File: src/rtl/dbg_acq_pkg.sv
package dbg_acq_pkg;
    localparam int NPAIR = 2;
    localparam int KEY_W = 32;

    typedef struct packed {
        logic gv;
        logic sel;
    } grant_t;
endpackage

File: src/rtl/dbg_acq_edge.sv
module dbg_acq_edge #(
    parameter int STAGES = 2
) (
    input  logic clk,
    input  logic rst_n,
    input  logic pin_clk_i,
    input  logic pin_dat_i,
    output logic rise_o,
    output logic dat_o
);
    typedef struct packed {
        logic [STAGES-1:0] c;
        logic [STAGES-1:0] d;
        logic              prev;
    } st_t;

    st_t s_d, s_q;

    always_comb begin
        s_d      = s_q;
        s_d.c    = {s_q.c[STAGES-2:0], pin_clk_i};
        s_d.d    = {s_q.d[STAGES-2:0], pin_dat_i};
        s_d.prev = s_q.c[STAGES-1];
    end

    always_ff @(posedge clk or negedge rst_n) begin
        if (!rst_n) s_q <= '0;
        else        s_q <= s_d;
    end

    assign rise_o = s_q.c[STAGES-1] & ~s_q.prev;
    assign dat_o  = s_q.d[STAGES-1];
endmodule

File: src/rtl/dbg_acq_shift.sv
module dbg_acq_shift #(
    parameter int          KEY_W = 32,
    parameter logic [31:0] KEY   = 32'h0
) (
    input  logic clk,
    input  logic rst_n,
    input  logic rise_i,
    input  logic dat_i,
    output logic hit_o
);
    logic [KEY_W-1:0] sh_d, sh_q;

    always_comb begin
        sh_d = sh_q;
        if (rise_i) sh_d = {dat_i, sh_q[KEY_W-1:1]};
    end

    always_ff @(posedge clk or negedge rst_n) begin
        if (!rst_n) sh_q <= '0;
        else        sh_q <= sh_d;
    end

    assign hit_o = rise_i && (sh_d == KEY[KEY_W-1:0]);
endmodule

File: src/rtl/dbg_acq_window.sv
module dbg_acq_window #(
    parameter int WIN_CYCLES = 800
) (
    input  logic clk,
    input  logic rst_n,
    output logic open_o,
    output logic closed_o
);
    localparam int CW = $clog2(WIN_CYCLES + 1);
    localparam logic [CW-1:0] LIM = CW'(WIN_CYCLES);

    logic [CW-1:0] cnt_d, cnt_q;

    always_comb begin
        cnt_d = cnt_q;
        if (cnt_q != LIM) cnt_d = cnt_q + 1'b1;
    end

    always_ff @(posedge clk or negedge rst_n) begin
        if (!rst_n) cnt_q <= '0;
        else        cnt_q <= cnt_d;
    end

    assign open_o   = (cnt_q < LIM);
    assign closed_o = (cnt_q == LIM);
endmodule

File: src/rtl/dbg_pair_acquire.sv
module dbg_pair_acquire
    import dbg_acq_pkg::*;
#(
    parameter int          WIN_CYCLES  = 800,
    parameter logic [31:0] KEY         = 32'h7B0C_06DB,
    parameter int          SYNC_STAGES = 2
) (
    input  logic             clk,
    input  logic             rst_n,
    input  logic [NPAIR-1:0] wclk_i,
    input  logic [NPAIR-1:0] wdat_i,
    output logic [NPAIR-1:0] wdat_o,
    output logic [NPAIR-1:0] wdat_oe_o,
    input  logic             dbg_dout_i,
    input  logic             dbg_doe_i,
    output logic             dbg_clk_o,
    output logic             dbg_dat_o,
    output logic             grant_valid_o,
    output logic             grant_sel_o,
    output logic [NPAIR-1:0] gpio_rel_o
);
    logic [NPAIR-1:0] rise, sdat, hit;
    logic             win_open, win_closed;
    grant_t           g_d, g_q;

    for (genvar p = 0; p < NPAIR; p++) begin : g_pair
        dbg_acq_edge #(.STAGES(SYNC_STAGES)) u_edge (
            .clk       (clk),
            .rst_n     (rst_n),
            .pin_clk_i (wclk_i[p]),
            .pin_dat_i (wdat_i[p]),
            .rise_o    (rise[p]),
            .dat_o     (sdat[p])
        );
        dbg_acq_shift #(.KEY_W(KEY_W), .KEY(KEY)) u_shift (
            .clk    (clk),
            .rst_n  (rst_n),
            .rise_i (rise[p]),
            .dat_i  (sdat[p]),
            .hit_o  (hit[p])
        );
    end

    dbg_acq_window #(.WIN_CYCLES(WIN_CYCLES)) u_win (
        .clk      (clk),
        .rst_n    (rst_n),
        .open_o   (win_open),
        .closed_o (win_closed)
    );

    always_comb begin
        g_d = g_q;
        if (!g_q.gv && win_open && (hit != '0)) begin
            g_d.gv  = 1'b1;
            g_d.sel = ~hit[0];
        end
    end

    always_ff @(posedge clk or negedge rst_n) begin
        if (!rst_n) g_q <= '0;
        else        g_q <= g_d;
    end

    always_comb begin
        for (int p = 0; p < NPAIR; p++) begin
            gpio_rel_o[p] = win_closed && !(g_q.gv && (g_q.sel == p[0]));
            wdat_oe_o[p]  = g_q.gv && (g_q.sel == p[0]) && dbg_doe_i;
            wdat_o[p]     = dbg_dout_i;
        end
    end

    assign grant_valid_o = g_q.gv;
    assign grant_sel_o   = g_q.sel;
    assign dbg_clk_o     = g_q.gv && wclk_i[g_q.sel];
    assign dbg_dat_o     = g_q.gv && wdat_i[g_q.sel];
endmodule

File: config.mk
export PLATFORM = sky130hd
export DESIGN_NAME = dbg_pair_acquire
export DESIGN_NICKNAME = d
export VERILOG_FILES = /design/src/rtl/dbg_acq_pkg.sv /design/src/rtl/dbg_acq_edge.sv /design/src/rtl/dbg_acq_shift.sv /design/src/rtl/dbg_acq_window.sv /design/src/rtl/dbg_pair_acquire.sv
export SDC_FILE = /design/constraint.sdc
export NUM_CORES = 1
export LEC_CHECK = 0
export BUFFER_PORTS_ARGS = -buffer_cell sky130_fd_sc_hd__buf_2
export CAP_MARGIN = 5
export CORE_MARGIN = 2
export CORE_UTILIZATION = 60
export CTS_CLUSTER_SIZE = 40
export DETAILED_ROUTE_END_ITERATION = 12
export PLACE_DENSITY = 0.89
export SYNTH_ARGS = -nofsm -noshare
export SYNTH_HDL_FRONTEND = slang
export SYNTH_SLANG_ARGS = --single-unit
File: constraint.sdc
create_clock -name clk -period 1.95 [get_ports clk]
set_clock_uncertainty 0.05 [all_clocks]
set_input_delay 0.39 -clock clk [delete_from_list [all_inputs] [get_ports clk]]
set_output_delay 0.39 -clock clk [all_outputs]
set_load 0.05 [all_outputs]
==> results.ini, run 1 <==
[run_status]
outcome = complete, but fails checks
violations = negative setup slack

[sta]
fin_hold_ws_ns = 0.1162
slew_violations = 0
max_freq_ghz = 0.4574
setup_viol = 2
layout_setup_ws_ns = -0.2364
tightest_slew_ns = 0.4662
max-slew-margin-rel_pct = 68.48
hold_viol_final = 0
timing.final.crit_share_pct = 112.1
fin_crit_ns = 2.186
rsz0062_at_grt = yes

[floorplan]
io_pins = 18
dieArea_sq_mm = 0.006611
core_sq_mm = 0.005851
floorplan.initialDensity_pct = 61.29
die_w_microns = 81.31
die-height_microns = 81.31
core.rowCount = 28

[routing]
drt-initial-drc-count = 289
ant_nets = 0
drc = 0
topRoutingLayerUsed = met4
wl_met2_mm = 3.830
wl_met3_microns = 322
viasPerCell = 5.537
postRouteWirelength_mm = 7.650
route.vias.total = 2702
wl_per_cell_microns = 15.68
wl_met1_mm = 3.274
drt_first_pass_iters = 5

[synthesis]
synth_area_per_cell_sq_um = 9.363
ys_top_cells_by_area = dfrtp_1 (60%), nand2_1 (20%), xnor2_1 (2.2%)
synth_largest_area_cell = dfrtp_1
synth_area_sq_mm = 0.003586
yosys_warnings = 0
postSynthCellCount = 383
synth_ff_type = dfrtp_1
ys_ff_latch = 86
yosysSeqAreaShare_pct = 60.01
yosysMostFrequentCell = nand2_1
synth_nets = 393
synth_edf_count = 0
synth_cell_types = 33
yosys-top-cells-count = nand2_1 (187), dfrtp_1 (86), clkbuf_1 (14), nand3_1 (11), xnor2_1 (9)
async_flop_share_pct = 100.0
synth_top_area_share_pct = 60.01

[final_layout]
final_util_pct = 69.78
multi_input_area_sq_mm = 0.001374
synthToLayoutAreaGrowth_pct = 13.85
drive_gt1_share_pct = 14.53
insertedDiodeCount = 0
fillers = 372
final-seq-area_sq_mm = 0.002155
layout.nets = 419

[setup_path]
cp_cell_sequence = nand4b_1 > nor3_4 > nand3_2 > a21oi_2 > buf_6
r2r_slack_ns = 0.15
r2r_cells = 5
cp_slowest_stage_delay_ns = 0.40
cp-end-kind = output pin
crit_family = simple AND/OR/NAND/NOR gates
arrival_ns = 1.75
path_class = register to output pin
rr_endpoint = grant_sel_o$_DFFE_PN0P_
crit_required_ns = 1.51
cp-start-kind = register
worst-path-buf-inv = 1
critPathSlowestCell = dfrtp_1
r2r-start = g_pair[1].u_shift.sh_q[11]$_DFF_PN0_
cp_max_fo = 3

[job]
drv_cap = 0

[global_routing]
grtUsageTotal_pct = 25.84
grt_max_degree = 40
overflow = 0
grt_pass1_wl_mm = 12.67
grt_pass1_vias = 2685
antenna_found_initial = 0

[min_path]
holdPathEnd = g_pair[1].u_edge.s_d[4]$_DFF_PN0_
worstHoldPathCells = 1
holdCritStartpoint = wclk_i[1]
hold_class = input port to register

[cts]
cts_buffer_depth = 2
clk-insertion-delay-late_ns = 0.35
cts.clk_slew.worst_paths_ns = 0.08
cts_made_buffers = 9
cts-htree-levels = 3
cts_root_buf = clkbuf_8
cts_tree = done
clkSinkCount = 86

[placement]
gp_congestion = 0.8496
hpwl_mm = 4.773
portBuffers = 14
place_ws_ns = 0.05527

[pwr]
p_leak_nw = 2.081
combPwrFrac_pct = 7.4
p_sw_share_pct = 24.83
power.internal_mw = 2.681
power.density_mw_per_mm2 = 873.7
irDropWorstVdd_uv = 609.7
power.switching_mw = 0.8855
p_clk_share_pct = 34.9
seq_power_share_pct = 57.6

[what timing repair did]
item	in CTS	in global routing
resized for setup	8	3
setup endpoints to repair	2	3
buffers inserted	3	2
hold endpoints to repair	36	0
hold buffers	1	0
pin swaps	2	1
[sequential cells by signal (all words and copies together) (netlist names)]
name / flops
g_pair.u_edge.s_q: 2
g_pair.u_edge.s_d: 6
grant_sel_o: 1
g_pair.u_edge.dat_o: 2
grant_valid_o: 1
u_win.cnt_q: 10
g_pair.u_shift.sh_q: 64
[cell families (layout without fill, tap and decap cells)]
| kind of cell | count (synthesis) | in the layout | share of synthesized area, % |
|---|---|---|---|
| and+or+nand+nor | 246 | 246 | 30.77 |
| DFF | 86 | 86 | 60.01 |
| adders and majority gates | 2 | 2 | 0.6977 |
| xor gates and xnor gates | 9 | 9 | 2.198 |
| AOI/OAI and AO/OA | 15 | 15 | 3.071 |
| muxes | 2 | 2 | 0.5583 |
| buffers and inverters | 23 | 53 | 2.687 |
[routing by layer]
metal	vias up	global-route usage (%)
met5	-	0
met3	20	3.556
met2	77	42.05
li1	1287	-
met1	1318	34.64
met4	0	11.86
[power by group through the flow]
| stage | Combinational, mW | Sequential, mW | Clock (mW) |
|---|---|---|---|
| after floorplan | 0.182 | 2.04 | 0 |
| after global placement | 0.249 | 2.07 | 0 |
| after detailed placement | 0.267 | 2.08 | 0 |
| after CTS | 0.268 | 2.05 | 1.25 |
| after global routing | 0.311 | 2.08 | 1.32 |
| final | 0.265 | 2.06 | 1.25 |
[cells in the final DEF (no fill, tap or decap), types with 2 or more instances in the layout]
cell	synthesis	layout
nand2_1	187	187
dfrtp_1	86	84
buf_4	2	18
clkbuf_8	0	11
buf_2	2	11
nand3_1	11	10
xnor2_1	9	9
nand4b_1	8	8
o21ai_0	6	6
nor2_1	7	6
nor4bb_1	6	6
inv_1	5	5
nor2b_2	0	4
nand4_1	4	4
and3_1	3	3
a31oi_1	3	3
nor4_1	3	3
nand2b_1	2	2
a21oi_2	0	2
mux2i_1	2	2
nor4b_1	2	2
ha_1	2	2
dfrtp_2	0	2
buf_6	0	2
[layout make-up]
| type | count | area share [%] |
|---|---|---|
| Sequential cell | 86 | 52.77 |
| Clock inverter | 3 | 1.073 |
| Multi-Input combinational cell | 274 | 33.65 |
| Inverter | 5 | 0.4597 |
| Tap cell | 75 | 2.298 |
| Clock buffer | 12 | 3.800 |
| Timing Repair Buffer | 33 | 5.945 |
[stage by stage]
stage / total power [mW] / std cells / area [sq um] / TNS [ns]
floorplan: 2.224 / 383 / 3593 / -0.3764
CTS: 3.573 / 486 / 4059 / -0.3617
finish: 3.567 / 488 / 4083 / -0.4488
global route: 3.702 / 488 / 4083 / -0.4754
detailed placement: 2.349 / 467 / 3797 / 0
global placement: 2.324 / 467 / 3797 / 0
[how the worst max path moves through the flow]
stage                                     startpoint             to  cells past startpoint
after floorplan           u_win.cnt_q[4]$_DFFE_PN0N_  gpio_rel_o[0]                      4
final                     u_win.cnt_q[4]$_DFFE_PN0N_  gpio_rel_o[1]                      5
after detailed placement  u_win.cnt_q[4]$_DFFE_PN0N_  gpio_rel_o[1]                      5
after CTS                 u_win.cnt_q[4]$_DFFE_PN0N_  gpio_rel_o[1]                      5
after global routing      u_win.cnt_q[4]$_DFFE_PN0N_  gpio_rel_o[1]                      5
after global placement    u_win.cnt_q[4]$_DFFE_PN0N_  gpio_rel_o[1]                      5
No activity file was read; power rests on OpenSTA's default activity.
==> run 2: changes to the inputs <==
--- a/config.mk
+++ b/config.mk
@@ -8,10 +8,10 @@
 export BUFFER_PORTS_ARGS = -buffer_cell sky130_fd_sc_hd__buf_2
 export CAP_MARGIN = 5
 export CORE_MARGIN = 2
-export CORE_UTILIZATION = 60
+export CORE_UTILIZATION = 45
 export CTS_CLUSTER_SIZE = 40
 export DETAILED_ROUTE_END_ITERATION = 12
-export PLACE_DENSITY = 0.89
+export PLACE_DENSITY = 0.73
 export SYNTH_ARGS = -nofsm -noshare
 export SYNTH_HDL_FRONTEND = slang
 export SYNTH_SLANG_ARGS = --single-unit
==> results.ini, run 2 (same netlist as run 1, synthesis figures left out) <==
[placement]
hpwl_mm = 4.529
placed_area_sq_mm = 0.003816
portBuffers = 14
gp_congestion = 0.7822

[sta]
fin_crit_ns = 2.035
max_freq_ghz = 0.4915
rsz0062_at_grt = yes
tightest_slew_ns = 0.4940
layout_setup_ws_ns = -0.08471
hold_viol_final = 0
fin_hold_ws_ns = 0.1052
max-slew-margin-rel_pct = 66.60
slew_violations = 0
setup_viol = 2
timing.final.crit_share_pct = 104.3

[pwr]
p_leak_nw = 2.077
power.internal_mw = 2.822
irDropWorstVdd_uv = 552.2
seq_power_share_pct = 55.0
power.switching_mw = 0.9068
finalPower_mw = 3.729
p_sw_share_pct = 24.32
p_clk_share_pct = 38.2
power.density_mw_per_mm2 = 905.7
combPwrFrac_pct = 6.8

[routing]
drt-initial-drc-count = 260
drt_first_pass_iters = 5
route.vias.total = 2560
drc = 0
ant_nets = 0
postRouteWirelength_mm = 6.630
viasPerCell = 5.000
wl_per_cell_microns = 12.95

[final_layout]
largest_reg_flops = 64
mostFrequentLayoutCell = nand2_1
synthToLayoutAreaGrowth_pct = 14.83
top_register = g_pair.u_shift.sh_q
final_area_sq_mm = 0.004118
layout.nets = 415
mostFrequentLayoutCells = nand2_1 (187), dfrtp_1 (86), buf_4 (14)
insertedDiodeCount = 0
drive_gt1_share_pct = 13.41

[setup_path]
path_class = register to output pin
cp-start-kind = register
crit_required_ns = 1.51
arrival_ns = 1.59
critPathSlowestCell = dfrtp_1
cp_max_fo = 3
cp-end-kind = output pin
cp_slowest_stage_delay_ns = 0.39
cp_cell_sequence = nand4b_1 > nor3_4 > nand3_2 > a21oi_2 > buf_6

[cts]
cts_buffer_depth = 2
cts_root_buf = clkbuf_8
cts-htree-levels = 3
cts.clk_slew.worst_paths_ns = 0.09
cts_tree = done
clk-insertion-delay-late_ns = 0.35
clkSinkCount = 86
cts_made_buffers = 9

[floorplan]
die_w_microns = 93.27
dieArea_sq_mm = 0.008698
core.rowCount = 32
floorplan.initialDensity_pct = 46.41
core_sq_mm = 0.007727
io_pins = 18
die-height_microns = 93.27

[global_routing]
use_met2_pct = 26.50
use_met3_pct = 4.110
grtUsageTotal_pct = 17.20
antenna_found_initial = 0
overflow = 0
grt_pass1_vias = 2556
grt_max_degree = 36
grt.busiest_layer = met2
grt_util_met1_pct = 23.90
grt_pass1_wl_mm = 11.87

[min_path]
hold_class = input port to register

[run_status]
violations = negative setup slack
outcome = complete, but fails checks

[job]
drv_cap = 0

==> run 2: final timing paths <==
path	from	end	slack, ns	depth (start not counted)
max	u_win.cnt_q[4]$_DFFE_PN0N_	gpio_rel_o[1]	-0.08	5
min	wclk_i[0]	g_pair[0].u_edge.s_d[4]$_DFF_PN0_	0.11	1
max reg2reg	g_pair[0].u_shift.sh_q[23]$_DFF_PN0_	grant_sel_o$_DFFE_PN0P_	0.18	5
min reg2reg	g_pair[0].u_edge.s_d[4]$_DFF_PN0_	g_pair[0].u_edge.s_d[0]$_DFF_PN0_	0.30	0
max in group asynchronous	rst_n	g_pair[0].u_shift.sh_q[0]$_DFF_PN0_	0.84	3
min in group asynchronous	rst_n	g_pair[0].u_shift.sh_q[31]$_DFF_PN0_	0.48	2
==> run 2: power by group through the flow <==
| stage | Combinational [mW] | Sequential, mW | Clock [mW] |
|---|---|---|---|
| floorplan | 0.182 | 2.04 | 0 |
| global placement | 0.250 | 2.08 | 0 |
| detailed placement | 0.260 | 2.08 | 0 |
| CTS | 0.261 | 2.05 | 1.45 |
| global route | 0.300 | 2.07 | 1.53 |
| finish | 0.255 | 2.05 | 1.42 |
==> run 2: per-layer routing <==
metal | up-vias | part of all wire, %
met5 | - | 0
li1 | 1280 | -
met2 | 41 | 47
met4 | 0 | 1.2
met1 | 1233 | 49
met3 | 6 | 3.1
==> run 2: timing repair <==
item | 4_1_cts | 5_1_grt
hold buffers | 1 | 0
setup endpoints to repair | 2 | 2
setup buffers | 2 | 1
gates resized for setup | 8 | 1
hold endpoints to repair | 32 | 0
pin swaps | 2 | 2
==> run 2: area by class of cell <==
cell class / count / area, sq um
Sequential cell: 86 / 2152
Multi-Input combinational cell: 274 / 1374
Clock inverter: 4 / 77.57
Tap cell: 102 / 127.6
Timing Repair Buffer: 29 / 212.7
Clock buffer: 12 / 155.1
Fill cell: 684 / 3610
Inverter: 5 / 18.77
==> run 2: critical path: cells and delay by family, from the launching register on <==
| family | cells | cell delay, ns |
|---|---|---|
| AO/OA/AOI/OAI | 1 | 0.14 |
| buffers and inverters | 1 | 0.17 |
| flip-flops | 1 | 0.39 |
| AND/OR/NAND/NOR | 3 | 0.54 |
==> run 2: through the flow <==
step           instances  utilization, %  worst slack (ns)  TNS (ns)
2_1_floorplan        383               -           -0.1878   -0.3764
3_3_place_gp         492           49.38           0.09748         0
3_5_place_dp         492           49.38          0.009656         0
4_1_cts              511           53.11           -0.1614   -0.3173
5_1_grt              512           53.29           -0.2084   -0.4088
6_report             512           53.29          -0.08471   -0.1677
